$ cat src/rtl/spwm_pkg.sv
package spwm_pkg;
  localparam int SCALE_W       = 4;
  localparam int ADDR_CTRL     = 'h00;
  localparam int ADDR_SCALED   = 'h10;
  localparam int ADDR_CMP_BASE = 'h20;
  localparam int CTRL_ZERO_BIT = 8;
  localparam int CTRL_RUN_BIT  = 12;

  typedef struct packed {
    logic               run;
    logic               zero_en;
    logic [SCALE_W-1:0] scale;
  } spwm_ctrl_t;
endpackage

$ cat src/rtl/spwm_regs.sv
module spwm_regs
  import spwm_pkg::*;
#(
  parameter int CMP_W  = 16,
  parameter int N_CMP  = 2,
  parameter int ADDR_W = 8
) (
  input  logic                        clk,
  input  logic                        rst_n,
  input  logic                        reg_wr,
  input  logic [ADDR_W-1:0]           reg_addr,
  input  logic [31:0]                 reg_wdata,
  input  logic [CMP_W-1:0]            scaled_cnt,
  output logic [31:0]                 reg_rdata,
  output spwm_ctrl_t                  ctrl_q,
  output logic [N_CMP-1:0][CMP_W-1:0] cmp_vals,
  output logic                        ld_scaled,
  output logic [CMP_W-1:0]            ld_val
);
  logic             hit_ctrl, hit_scaled;
  logic [N_CMP-1:0] hit_cmp;

  assign hit_ctrl   = (reg_addr == ADDR_W'(ADDR_CTRL));
  assign hit_scaled = (reg_addr == ADDR_W'(ADDR_SCALED));
  assign ld_scaled  = reg_wr && hit_scaled;
  assign ld_val     = reg_wdata[CMP_W-1:0];

  always_ff @(posedge clk or negedge rst_n) begin
    if (!rst_n) begin
      ctrl_q <= '0;
    end else if (reg_wr && hit_ctrl) begin
      ctrl_q.scale   <= reg_wdata[SCALE_W-1:0];
      ctrl_q.zero_en <= reg_wdata[CTRL_ZERO_BIT];
      ctrl_q.run     <= reg_wdata[CTRL_RUN_BIT];
    end
  end

  for (genvar i = 0; i < N_CMP; i++) begin : g_cmp_reg
    assign hit_cmp[i] = (reg_addr == ADDR_W'(ADDR_CMP_BASE + 4 * i));
    always_ff @(posedge clk or negedge rst_n) begin
      if (!rst_n) cmp_vals[i] <= '0;
      else if (reg_wr && hit_cmp[i]) cmp_vals[i] <= reg_wdata[CMP_W-1:0];
    end
  end

  always_comb begin
    reg_rdata = '0;
    if (hit_ctrl) begin
      reg_rdata[SCALE_W-1:0]    = ctrl_q.scale;
      reg_rdata[CTRL_ZERO_BIT]  = ctrl_q.zero_en;
      reg_rdata[CTRL_RUN_BIT]   = ctrl_q.run;
    end
    if (hit_scaled) reg_rdata[CMP_W-1:0] = scaled_cnt;
    for (int i = 0; i < N_CMP; i++) begin
      if (hit_cmp[i]) reg_rdata[CMP_W-1:0] = cmp_vals[i];
    end
  end
endmodule

$ cat src/rtl/spwm_counter.sv
module spwm_counter #(
  parameter int CMP_W   = 16,
  parameter int SCALE_W = 4,
  parameter int CNT_W   = CMP_W + (1 << SCALE_W) - 1
) (
  input  logic               clk,
  input  logic               rst_n,
  input  logic               run,
  input  logic               zero_en,
  input  logic [SCALE_W-1:0] scale,
  input  logic [CMP_W-1:0]   cmp0,
  input  logic               ld_scaled,
  input  logic [CMP_W-1:0]   ld_val,
  output logic [CNT_W-1:0]   cnt_q,
  output logic [CMP_W-1:0]   scaled_cnt,
  output logic               zero_pend
);
  logic [CNT_W-1:0] cnt_nxt;

  assign scaled_cnt = cnt_q[scale +: CMP_W];

  always_comb begin
    cnt_nxt = cnt_q;
    if (ld_scaled)      cnt_nxt[scale +: CMP_W] = ld_val;
    else if (zero_pend) cnt_nxt = '0;
    else if (run)       cnt_nxt = cnt_q + CNT_W'(1);
  end

  always_ff @(posedge clk or negedge rst_n) begin
    if (!rst_n) begin
      cnt_q     <= '0;
      zero_pend <= 1'b0;
    end else begin
      cnt_q     <= cnt_nxt;
      zero_pend <= run && zero_en && !ld_scaled && (scaled_cnt == cmp0);
    end
  end
endmodule

$ cat src/rtl/spwm_compare.sv
module spwm_compare #(
  parameter int CMP_W = 16,
  parameter int N_CMP = 2
) (
  input  logic [CMP_W-1:0]            scaled_cnt,
  input  logic [N_CMP-1:0][CMP_W-1:0] cmp_vals,
  output logic [N_CMP-1:0]            cmp_match
);
  for (genvar i = 0; i < N_CMP; i++) begin : g_cmp
    assign cmp_match[i] = (scaled_cnt >= cmp_vals[i]);
  end
endmodule

$ cat src/rtl/scaled_pwm_timer.sv
module scaled_pwm_timer
  import spwm_pkg::*;
#(
  parameter int CMP_W  = 16,
  parameter int N_CMP  = 2,
  parameter int ADDR_W = 8
) (
  input  logic              clk,
  input  logic              rst_n,
  input  logic              reg_wr,
  input  logic [ADDR_W-1:0] reg_addr,
  input  logic [31:0]       reg_wdata,
  output logic [31:0]       reg_rdata,
  output logic [N_CMP-1:0]  cmp_match
);
  localparam int SCALE_MAX = (1 << SCALE_W) - 1;
  localparam int CNT_W     = CMP_W + SCALE_MAX;

  spwm_ctrl_t                  ctrl_q;
  logic [N_CMP-1:0][CMP_W-1:0] cmp_vals;
  logic                        ld_scaled;
  logic [CMP_W-1:0]            ld_val;
  logic [CNT_W-1:0]            cnt_q;
  logic [CMP_W-1:0]            scaled_cnt;
  logic                        zero_pend;

  spwm_regs #(.CMP_W(CMP_W), .N_CMP(N_CMP), .ADDR_W(ADDR_W)) u_regs (
    .clk(clk), .rst_n(rst_n), .reg_wr(reg_wr), .reg_addr(reg_addr),
    .reg_wdata(reg_wdata), .scaled_cnt(scaled_cnt), .reg_rdata(reg_rdata),
    .ctrl_q(ctrl_q), .cmp_vals(cmp_vals), .ld_scaled(ld_scaled), .ld_val(ld_val)
  );

  spwm_counter #(.CMP_W(CMP_W), .SCALE_W(SCALE_W), .CNT_W(CNT_W)) u_counter (
    .clk(clk), .rst_n(rst_n), .run(ctrl_q.run), .zero_en(ctrl_q.zero_en),
    .scale(ctrl_q.scale), .cmp0(cmp_vals[0]), .ld_scaled(ld_scaled),
    .ld_val(ld_val), .cnt_q(cnt_q), .scaled_cnt(scaled_cnt), .zero_pend(zero_pend)
  );

  spwm_compare #(.CMP_W(CMP_W), .N_CMP(N_CMP)) u_compare (
    .scaled_cnt(scaled_cnt), .cmp_vals(cmp_vals), .cmp_match(cmp_match)
  );
endmodule

$ cat config.mk
export PLATFORM = sky130hd
export DESIGN_NAME = scaled_pwm_timer
export DESIGN_NICKNAME = d
export VERILOG_FILES = /design/src/rtl/spwm_pkg.sv /design/src/rtl/spwm_regs.sv /design/src/rtl/spwm_counter.sv /design/src/rtl/spwm_compare.sv /design/src/rtl/scaled_pwm_timer.sv
export SDC_FILE = /design/constraint.sdc
export NUM_CORES = 1
export LEC_CHECK = 0
export CORE_ASPECT_RATIO = 1.1
export CORE_UTILIZATION = 30
export CTS_CLUSTER_DIAMETER = 60
export DETAILED_ROUTE_END_ITERATION = 8
export PLACE_DENSITY_LB_ADDON = 0.1
export SYNTH_ARGS = -nofsm -noshare
export SYNTH_HDL_FRONTEND = slang
export SYNTH_SLANG_ARGS = --single-unit
$ cat constraint.sdc
create_clock -name clk -period 4.8 [get_ports clk]
set_clock_uncertainty 0.15 [all_clocks]
set_input_delay 0.48 -clock clk [delete_from_list [all_inputs] [get_ports clk]]
set_output_delay 0.48 -clock clk [all_outputs]
set_load 0.02 [all_outputs]
==> results.cfg, run 1 <==
[outcome]
outcome = finished, final reports clean

[power_and_ir_drop]
p_sw_w = 0.000946
power.internal_w = 0.00140
seq_power_share_pct = 29.1
pwr-share-clk_pct = 29.9
p_comb_share_pct = 41.0
p_per_area_nw_per_um2 = 248
ir_drop_v = 0.000172
leakagePower_nw = 3.71
p_sw_share_pct = 40.3

[detailed_routing]
avgViaCountPerCell = 6.03
antenna_left = 0
vias = 8590
first_iter_violations = 880
postRouteWirelength_mm = 35.5
wl_per_cell_um = 24.9
drc = 0
drt-pass1-iter-count = 6

[global_routing]
grtUsageTotal_pct = 25.0
antenna_found_initial = 4
grt-ovfl-total = 0
grt_max_degree = 56
grt_pass1_wl_mm = 53.0
first_global_vias = 8338

[critical_path]
crit_fanout = 12
reg2reg_depth = 8
crit_required_ns = 4.17
worst_setup_path_end_kind = output pin
cp-endpoint = cmp_match[0]
r2r_slack_ns = 1.02
startpoint_type = register
critical_path.reg2reg.startpoint = u_regs.ctrl_q[0]
crit_type = reg2out
cp.arrival_ns = 3.89
worstSetupStartpoint = u_regs.ctrl_q[1]
reg2reg_to = u_counter.cnt_q[10]

[yosys]
netlist_top_cells_area = dfrtp_1, mux4_2, mux2_2
synth_area_um2 = 8380
post-synth-top-area-fraction_pct = 20.9
synthFlopType = dfrtp_1
synth_edf_count = 0
yosysSeqAreaShare_pct = 20.9
postSynthAreaPerCell_um2 = 7.95
ys_types = 84
yosys.area.top_type = dfrtp_1
netlist_instances = 1054
ys_ff_latch = 70
synth_warnings = 0
synth-async-reset-ratio_pct = 100

[layout]
fin_nets = 1141
num_antenna_cells = 0
final_layout_size_suffix_gt1_share_pct = 15.4
layout_common_cells = nand2_1, nor2_1, dfrtp_1
final_common_cell = nand2_1
area_growth_pct = 13.1
fillers = 2880

[place]
dp_slack_ns = 0.462
gp_congestion = 0.917
portBuffers = 44
hpwl_mm = 26.9

[clock_network]
cts_hold_buf = 0
path_clk_slew_ns = 0.06
cts_buffers = 9
h-tree-depth = 3
cts.sinks = 70
cts-root-buf = clkbuf_16
cts_tree = done
clock_latency_ns = 0.35
clock_path_buffers = 2

[timing]
max_slew_margin_pct = 27.1
finalSetupTns_ns = 0
setup_violations = 0
hold_violations = 0
worstMarginPinSlew_ns = 1.09
fmax_mhz = 221
final.min_clock_period_ns = 4.52
setup_ws_ns = 0.281
rsz0062_at_grt = false
slew_viol_final = 0
period_share_pct = 94.2

[run]
maxCapViolations = 0

[die]
start_util_pct = 30.8
fp.dieH_um = 177
rows = 63
die_w_um = 161
num_io_pins = 77
core_um2 = 27200
die_area_um2 = 28600

[min_path]
hold_class = in2async
cells by family (layout without fill, tap and decap cells):
| logic type | count (synthesis) | after routing | share of synthesized area [%] |
|---|---|---|---|
| AND/OR/NAND/NOR | 355 | 355 | 20.3 |
| XOR/XNOR | 11 | 11 | 1.24 |
| adder cells (fa/ha/maj) | 36 | 36 | 5.37 |
| AO/OA/AOI/OAI | 321 | 321 | 25.9 |
| other | 1 | 16 | 0.0447 |
| multiplexers | 110 | 110 | 18.0 |
| buffers and inverters | 150 | 148 | 8.25 |
| flip-flops | 70 | 70 | 20.9 |
worst min-delay path by stage:
| stage | from | to | slack, ns | cells after the start |
|---|---|---|---|---|
| 4_1_cts | rst_n | u_regs.cmp_vals[23] | 0.05 | 1 |
| 2_1_floorplan | rst_n | u_counter.cnt_q[0] | 0.03 | 0 |
| 3_3_place_gp | u_regs.cmp_vals[27] | u_regs.cmp_vals[27] | 0.34 | 1 |
| 5_1_grt | rst_n | u_regs.cmp_vals[23] | 0.07 | 1 |
| 6_report | rst_n | u_regs.cmp_vals[23] | 0.03 | 1 |
| 3_5_place_dp | u_regs.cmp_vals[19] | u_regs.cmp_vals[19] | 0.34 | 1 |
power groups by stage:
| stage | logic, W | registers (W) | clock network (W) |
|---|---|---|---|
| 3_3_place_gp | 0.000942 | 0.000694 | 0 |
| 3_5_place_dp | 0.000938 | 0.000695 | 0 |
| 5_1_grt | 0.00105 | 0.000689 | 0.000739 |
| 2_1_floorplan | 0.000670 | 0.000656 | 0 |
| 6_report | 0.000963 | 0.000684 | 0.000701 |
| 4_1_cts | 0.000945 | 0.000684 | 0.000715 |
Yosys cell counts, types with 4 or more instances:
cell	instances
mux2_2	53
nor4_1	5
mux4_2	27
nor3_1	26
o21ai_0	63
o31a_1	6
nand4_1	24
a221oi_1	10
o21ai_1	13
o31ai_1	15
nand3_1	37
clkbuf_1	47
xnor2_1	8
o221ai_1	5
dfrtp_1	70
a21oi_1	49
o211ai_1	19
nand3b_1	4
buf_2	28
nor2_1	85
o22ai_1	9
or3_1	7
a32oi_1	7
a22oi_1	8
and3_1	8
ha_1	36
a21o_1	25
inv_1	40
buf_1	7
nor2b_1	8
nand2b_1	11
mux2i_1	30
o311a_1	5
nand2_1	117
a211oi_1	7
o21a_1	12
a31oi_1	30
a221o_1	5
buf_4	20
state kept, by name (all words and copies together) (netlist names):
signal and cells:
u_counter.zero_pend 1, u_regs.ctrl_q 6, u_regs.cmp_vals 32, u_counter.cnt_q 31
through the flow:
stage                     total power, W  instance area [um^2]  hold slack [ns]  util [%]  std cells
after detailed placement         0.00163                  9120            0.343      33.5       1402
after CTS                        0.00234                  9420           0.0491      34.6       1418
after global routing             0.00248                  9480           0.0677      34.9       1424
final                            0.00235                  9480           0.0264      34.9       1424
after global placement           0.00164                  9120            0.338      33.5       1402
after floorplan                  0.00133                  8440           0.0344         -       1069
area by class of cell:
| class | count | area, um^2 | area share (%) |
|---|---|---|---|
| Multi-Input combinational cell | 849 | 6000 | 63.3 |
| Sequential cell | 70 | 1760 | 18.6 |
| Timing Repair Buffer | 89 | 807 | 8.51 |
| Tap cell | 357 | 447 | 4.71 |
| Clock buffer | 9 | 225 | 2.38 |
| Inverter | 43 | 161 | 1.70 |
| Clock inverter | 7 | 73.8 | 0.779 |
worst max-delay path: stages, from the launching register on:
cell,delay (ns)
dfrtp_4,0.52
buf_4,0.15
mux4_2,0.52
mux2_2,0.30
nor2_1,0.10
a31oi_1,0.12
ha_1,0.39
nand2_1,0.07
nor3_2,0.28
a221oi_1,0.12
o21ai_0,0.18
nand3b_1,0.18
clkdlybuf4s50_1,0.61
what timing repair did:
action                     CTS  global route
resized for setup            0             3
setup endpoints to repair    0             2
setup buffers                0             6
hold endpoints to repair     0             0
routing by layer:
layer | GRT usage, % | vias up | share of wire [%]
li1 | - | 3949 | -
met1 | 32.1 | 4246 | 44
met2 | 41.9 | 322 | 47
met3 | 3.13 | 73 | 4.8
met4 | 11.1 | 0 | 3.9
met5 | 0 | - | 0
Note: power is estimated with default switching activity, not from simulation.
==> run 2: changes to the inputs <==
- DONT_BUFFER_PORTS: unset -> 1
==> run 2 against run 1 <==
  * Clock power down 3.4%
  * Highest routed layer unchanged
  * Register-to-register slack better by 0.03 ns
  * Sequential share of layout area up 1.1 points
  * Critical endpoint unchanged
  * Sequential power about the same
  * Maximum frequency up 2.7%
==> results.cfg, run 2 (same netlist as run 1, synthesis figures left out) <==
[die]
die_w_um = 161
core_um2 = 27200
die_area_um2 = 28600
num_io_pins = 77
start_util_pct = 30.8
fp.dieH_um = 177
rows = 63

[clock_network]
clock_latency_ns = 0.35
cts.sinks = 70
path_clk_slew_ns = 0.07
clock_path_buffers = 2
cts_tree = done
cts_hold_buf = 2
cts_setup_buffers = 0
cts-root-buf = clkbuf_16
h-tree-depth = 3
cts_resized = 0
cts_buffers = 9

[power_and_ir_drop]
pwr-share-clk_pct = 29.9
p_sw_share_pct = 40.5
leakagePower_nw = 3.49
ir_drop_v = 0.000163
seq_power_share_pct = 30.4
p_comb_share_pct = 39.7
p_per_area_nw_per_um2 = 252
power.internal_w = 0.00134
p_sw_w = 0.000915
fin_total_pwr_w = 0.00226

[critical_path]
worstSetupStartpoint = u_regs.ctrl_q[1]
r2r_slack_ns = 1.05
critical_path.reg2reg.startpoint = u_regs.ctrl_q[1]
startpoint_type = register
cp.arrival_ns = 3.77
crit_fanout = 19
crit_type = reg2out
crit_required_ns = 4.17
worst_setup_path_end_kind = output pin

[timing]
finalSetupTns_ns = 0
setup_ws_ns = 0.400
slew_viol_final = 0
period_share_pct = 91.7
final.min_clock_period_ns = 4.40
max_slew_margin_pct = 29.8
finalHoldWorstSlack_ns = 0.127
rsz0062_at_grt = false
worstMarginPinSlew_ns = 1.04
setup_violations = 0
hold_violations = 0
fmax_mhz = 227

[place]
gp_congestion = 0.944
hpwl_mm = 26.5
portBuffers = 0
dp_slack_ns = 0.792

[layout]
fillers = 2969
top_register = u_regs.cmp_vals
largest_reg_flops = 32
layout_common_cells = nand2_1, nor2_1, dfrtp_1
fin_nets = 1089
num_antenna_cells = 0
finish.utilization_pct = 32.9
multi_input_area_um2 = 6000
final_layout_size_suffix_gt1_share_pct = 15.1
reg_top3 = u_regs.cmp_vals: 32 flops, u_counter.cnt_q: 31 flops, u_regs.ctrl_q: 6 flops
area_growth_pct = 6.85
final_common_cell = nand2_1
register_area_um2 = 1760

[detailed_routing]
wl_per_cell_um = 25.4
avgViaCountPerCell = 6.12
vias = 8400
postRouteWirelength_mm = 34.9
drc = 0
antenna_left = 0
drt-pass1-iter-count = 5
first_iter_violations = 754

[run]
maxCapViolations = 0

[global_routing]
antenna_found_initial = 3
grt_pass1_wl_mm = 52.7
grtUsageTotal_pct = 24.8
grt-ovfl-total = 0
first_global_vias = 8182
grt_max_degree = 71

[min_path]
hold_start = reg_wdata[2]
hold_class = in2reg

[outcome]
outcome = finished, final reports clean
-- run 2: worst paths after layout --
check,to,depth (start not counted)
worst max-delay path,cmp_match[0],11
worst min-delay path,u_regs.cmp_vals[2],1
worst max register to register,u_counter.cnt_q[25],9
worst min register to register,u_regs.cmp_vals[31],1
max in group asynchronous,u_regs.ctrl_q[2],2
min in group asynchronous,u_regs.cmp_vals[22],2
-- run 2: routing by layer --
layer,track usage (%),routed length [um],vias up
met2,40.2,16100,328
met5,0,0,-
li1,-,-,3831
met3,3.55,2340,83
met1,33.0,15100,4158
met4,10.2,1350,0
-- run 2: metrics by stage --
stage | cells | cell area, um^2
global route | 1372 | 8960
finish | 1372 | 8960
floorplan | 1069 | 8440
global placement | 1354 | 8630
CTS | 1372 | 8960
detailed placement | 1354 | 8630
-- run 2: layout make-up --
class,count,area share [%]
clock inverter,6,0.587
timing repair buffer,37,3.35
tap,357,4.99
sequential,70,19.6
multi-input combinational,849,67.0
clock buffer,10,2.67
inverter,43,1.80
-- run 2: worst max-delay path: stages (launching register included) --
cell,delay (ns)
dfrtp_2,0.56
buf_4,0.36
mux4_2,0.57
mux2_2,0.29
nor2_1,0.09
a31oi_1,0.11
ha_1,0.39
nand2_1,0.06
nor3_1,0.37
and3_1,0.27
o211ai_1,0.11
nand3b_1,0.24
-- run 2: power groups by stage --
stage | clock [W] | sequential (W) | combinational [W]
finish | 0.000677 | 0.000687 | 0.000897
global route | 0.000716 | 0.000695 | 0.000983
CTS | 0.000695 | 0.000686 | 0.000887
detailed placement | 0 | 0.000698 | 0.000865
global placement | 0 | 0.000698 | 0.000868
floorplan | 0 | 0.000656 | 0.000670
==> run 3: changes to the inputs <==
- clock period: 4.8 -> 5.05 ns (I/O delays scaled with it)
==> run 3 against run 2 <==
  * Critical path depth rose by 1
  * Critical endpoint is now cmp_match[1]
  * Die area did not move
  * Non-clock buffer count fell by 6
  * First-iteration DRC count fell by 4.8%
==> results.cfg, run 3 (same netlist as run 1, synthesis figures left out) <==
[outcome]
outcome = finished, final reports clean

[critical_path]
r2r_slack_ns = 1.30
cp.arrival_ns = 3.74
reg2reg_to = u_counter.cnt_q[3]
crit_fanout = 33
reg2reg_depth = 9
crit_required_ns = 4.39
critical_path.reg2reg.startpoint = u_regs.ctrl_q[1]
crit_type = reg2out
startpoint_type = register
worst_setup_path_end_kind = output pin

[global_routing]
antenna_found_initial = 3
grtUsageTotal_pct = 24.8
first_global_vias = 8204
grt_max_degree = 71
grt-ovfl-total = 0
grt_pass1_wl_mm = 52.9

[min_path]
whs_path_depth = 1
hold_class = in2reg
hold_start = reg_wdata[1]
min_to = u_regs.cmp_vals[17]

[detailed_routing]
first_iter_violations = 718
postRouteWirelength_mm = 34.7
antenna_left = 0
avgViaCountPerCell = 6.11
drt-pass1-iter-count = 5
wl_per_cell_um = 25.4
vias = 8345
drc = 0

[clock_network]
cts_buffers = 9
cts-root-buf = clkbuf_16
cts_tree = done
cts.sinks = 70
path_clk_slew_ns = 0.07
h-tree-depth = 3
clock_latency_ns = 0.35
cts_resized = 0
clock_path_buffers = 2

[timing]
slew_viol_final = 0
rsz0062_at_grt = false
finalSetupTns_ns = 0
period_share_pct = 87.1
setup_violations = 0
final.min_clock_period_ns = 4.40
setup_ws_ns = 0.652
worstMarginPinSlew_ns = 1.06
max_slew_margin_pct = 28.6
fmax_mhz = 227
finalHoldWorstSlack_ns = 0.149
hold_violations = 0

[place]
gp_congestion = 0.948
dp_slack_ns = 1.06
hpwl_mm = 26.2
portBuffers = 0

[power_and_ir_drop]
p_per_area_nw_per_um2 = 238
fin_total_pwr_w = 0.00211
ir_drop_v = 0.000158
leakagePower_nw = 3.45

[layout]
largest_reg_flops = 32
register_area_um2 = 1760
area_growth_pct = 6.11
finish.utilization_pct = 32.7
layout_common_cells = nand2_1, nor2_1, dfrtp_1
fillers = 2940
num_antenna_cells = 0
final_layout_size_suffix_gt1_share_pct = 14.5
top_register = u_regs.cmp_vals
final_common_cell = nand2_1
reg_top3 = u_regs.cmp_vals: 32 flops, u_counter.cnt_q: 31 flops, u_regs.ctrl_q: 6 flops
multi_input_area_um2 = 6000
fin_nets = 1083

[run]
maxCapViolations = 0

[die]
rows = 63
fp.dieH_um = 177
die_w_um = 161
die_area_um2 = 28600
num_io_pins = 77
core_um2 = 27200
start_util_pct = 30.8
==> run 3: cell types whose count changed in the layout (fill, tap and decap cells not counted), sizes merged <==
cell,previous run,this run
buf,36,30
clkinvlp,2,3
inv,46,44
clkinv,1,2
==> run 3: how the worst max path moves through the flow <==
stage,slack [ns],cells past startpoint,from,endpoint
6_report,0.65,12,u_regs.ctrl_q[0],cmp_match[1]
3_5_place_dp,1.06,12,u_regs.ctrl_q[0],cmp_match[1]
2_1_floorplan,1.34,15,u_regs.ctrl_q[0],cmp_match[1]
5_1_grt,0.44,12,u_regs.ctrl_q[0],cmp_match[1]
3_3_place_gp,1.01,12,u_regs.ctrl_q[0],cmp_match[1]
4_1_cts,0.65,12,u_regs.ctrl_q[0],cmp_match[1]
==> run 3: repair_timing <==
item	CTS	global route
hold buffers	2	0
hold endpoints to repair	70	0
buffers inserted	0	0
==> run 3: per-layer routing <==
metal	vias to the layer above	track usage, %	wire, um
met4	0	8.29	943
met5	-	0	0
met2	315	41.7	16300
met1	4148	32.6	15600
met3	51	3.27	1890
li1	3831	-	-
==> run 3: final cells by class <==
| class | count | area share [%] |
|---|---|---|
| clock buffer | 10 | 2.57 |
| clock inverter | 6 | 0.506 |
| inverter | 43 | 1.81 |
| multi-input combinational | 849 | 67.4 |
| sequential | 70 | 19.8 |
| tap | 357 | 5.02 |
| timing repair buffer | 31 | 2.87 |
==> run 3: critical path, cell delays in order, from the launching register on <==
cell      delay (ns)
dfrtp_4         0.73
buf_4           0.37
mux4_2          0.34
nand2_1         0.08
a21oi_1         0.07
a21oi_1         0.25
ha_1            0.28
nand2b_1        0.14
a21o_1          0.17
a21o_1          0.20
a211oi_1        0.26
o21a_1          0.21
o221ai_1        0.29
==> run 3: stage by stage <==
step / instance area (um^2) / cells
finish: 8890 / 1366
global route: 8890 / 1366
CTS: 8890 / 1366
detailed placement: 8580 / 1348
global placement: 8580 / 1348
floorplan: 8440 / 1069
==> run 3: power breakdown <==
group	internal (W)	leakage, nW	switching [W]
registers	0.000593	0.926	0.0000611
clock network	0.000336	0.126	0.000280
logic	0.000324	2.40	0.000519
total	0.00125	3.45	0.000860
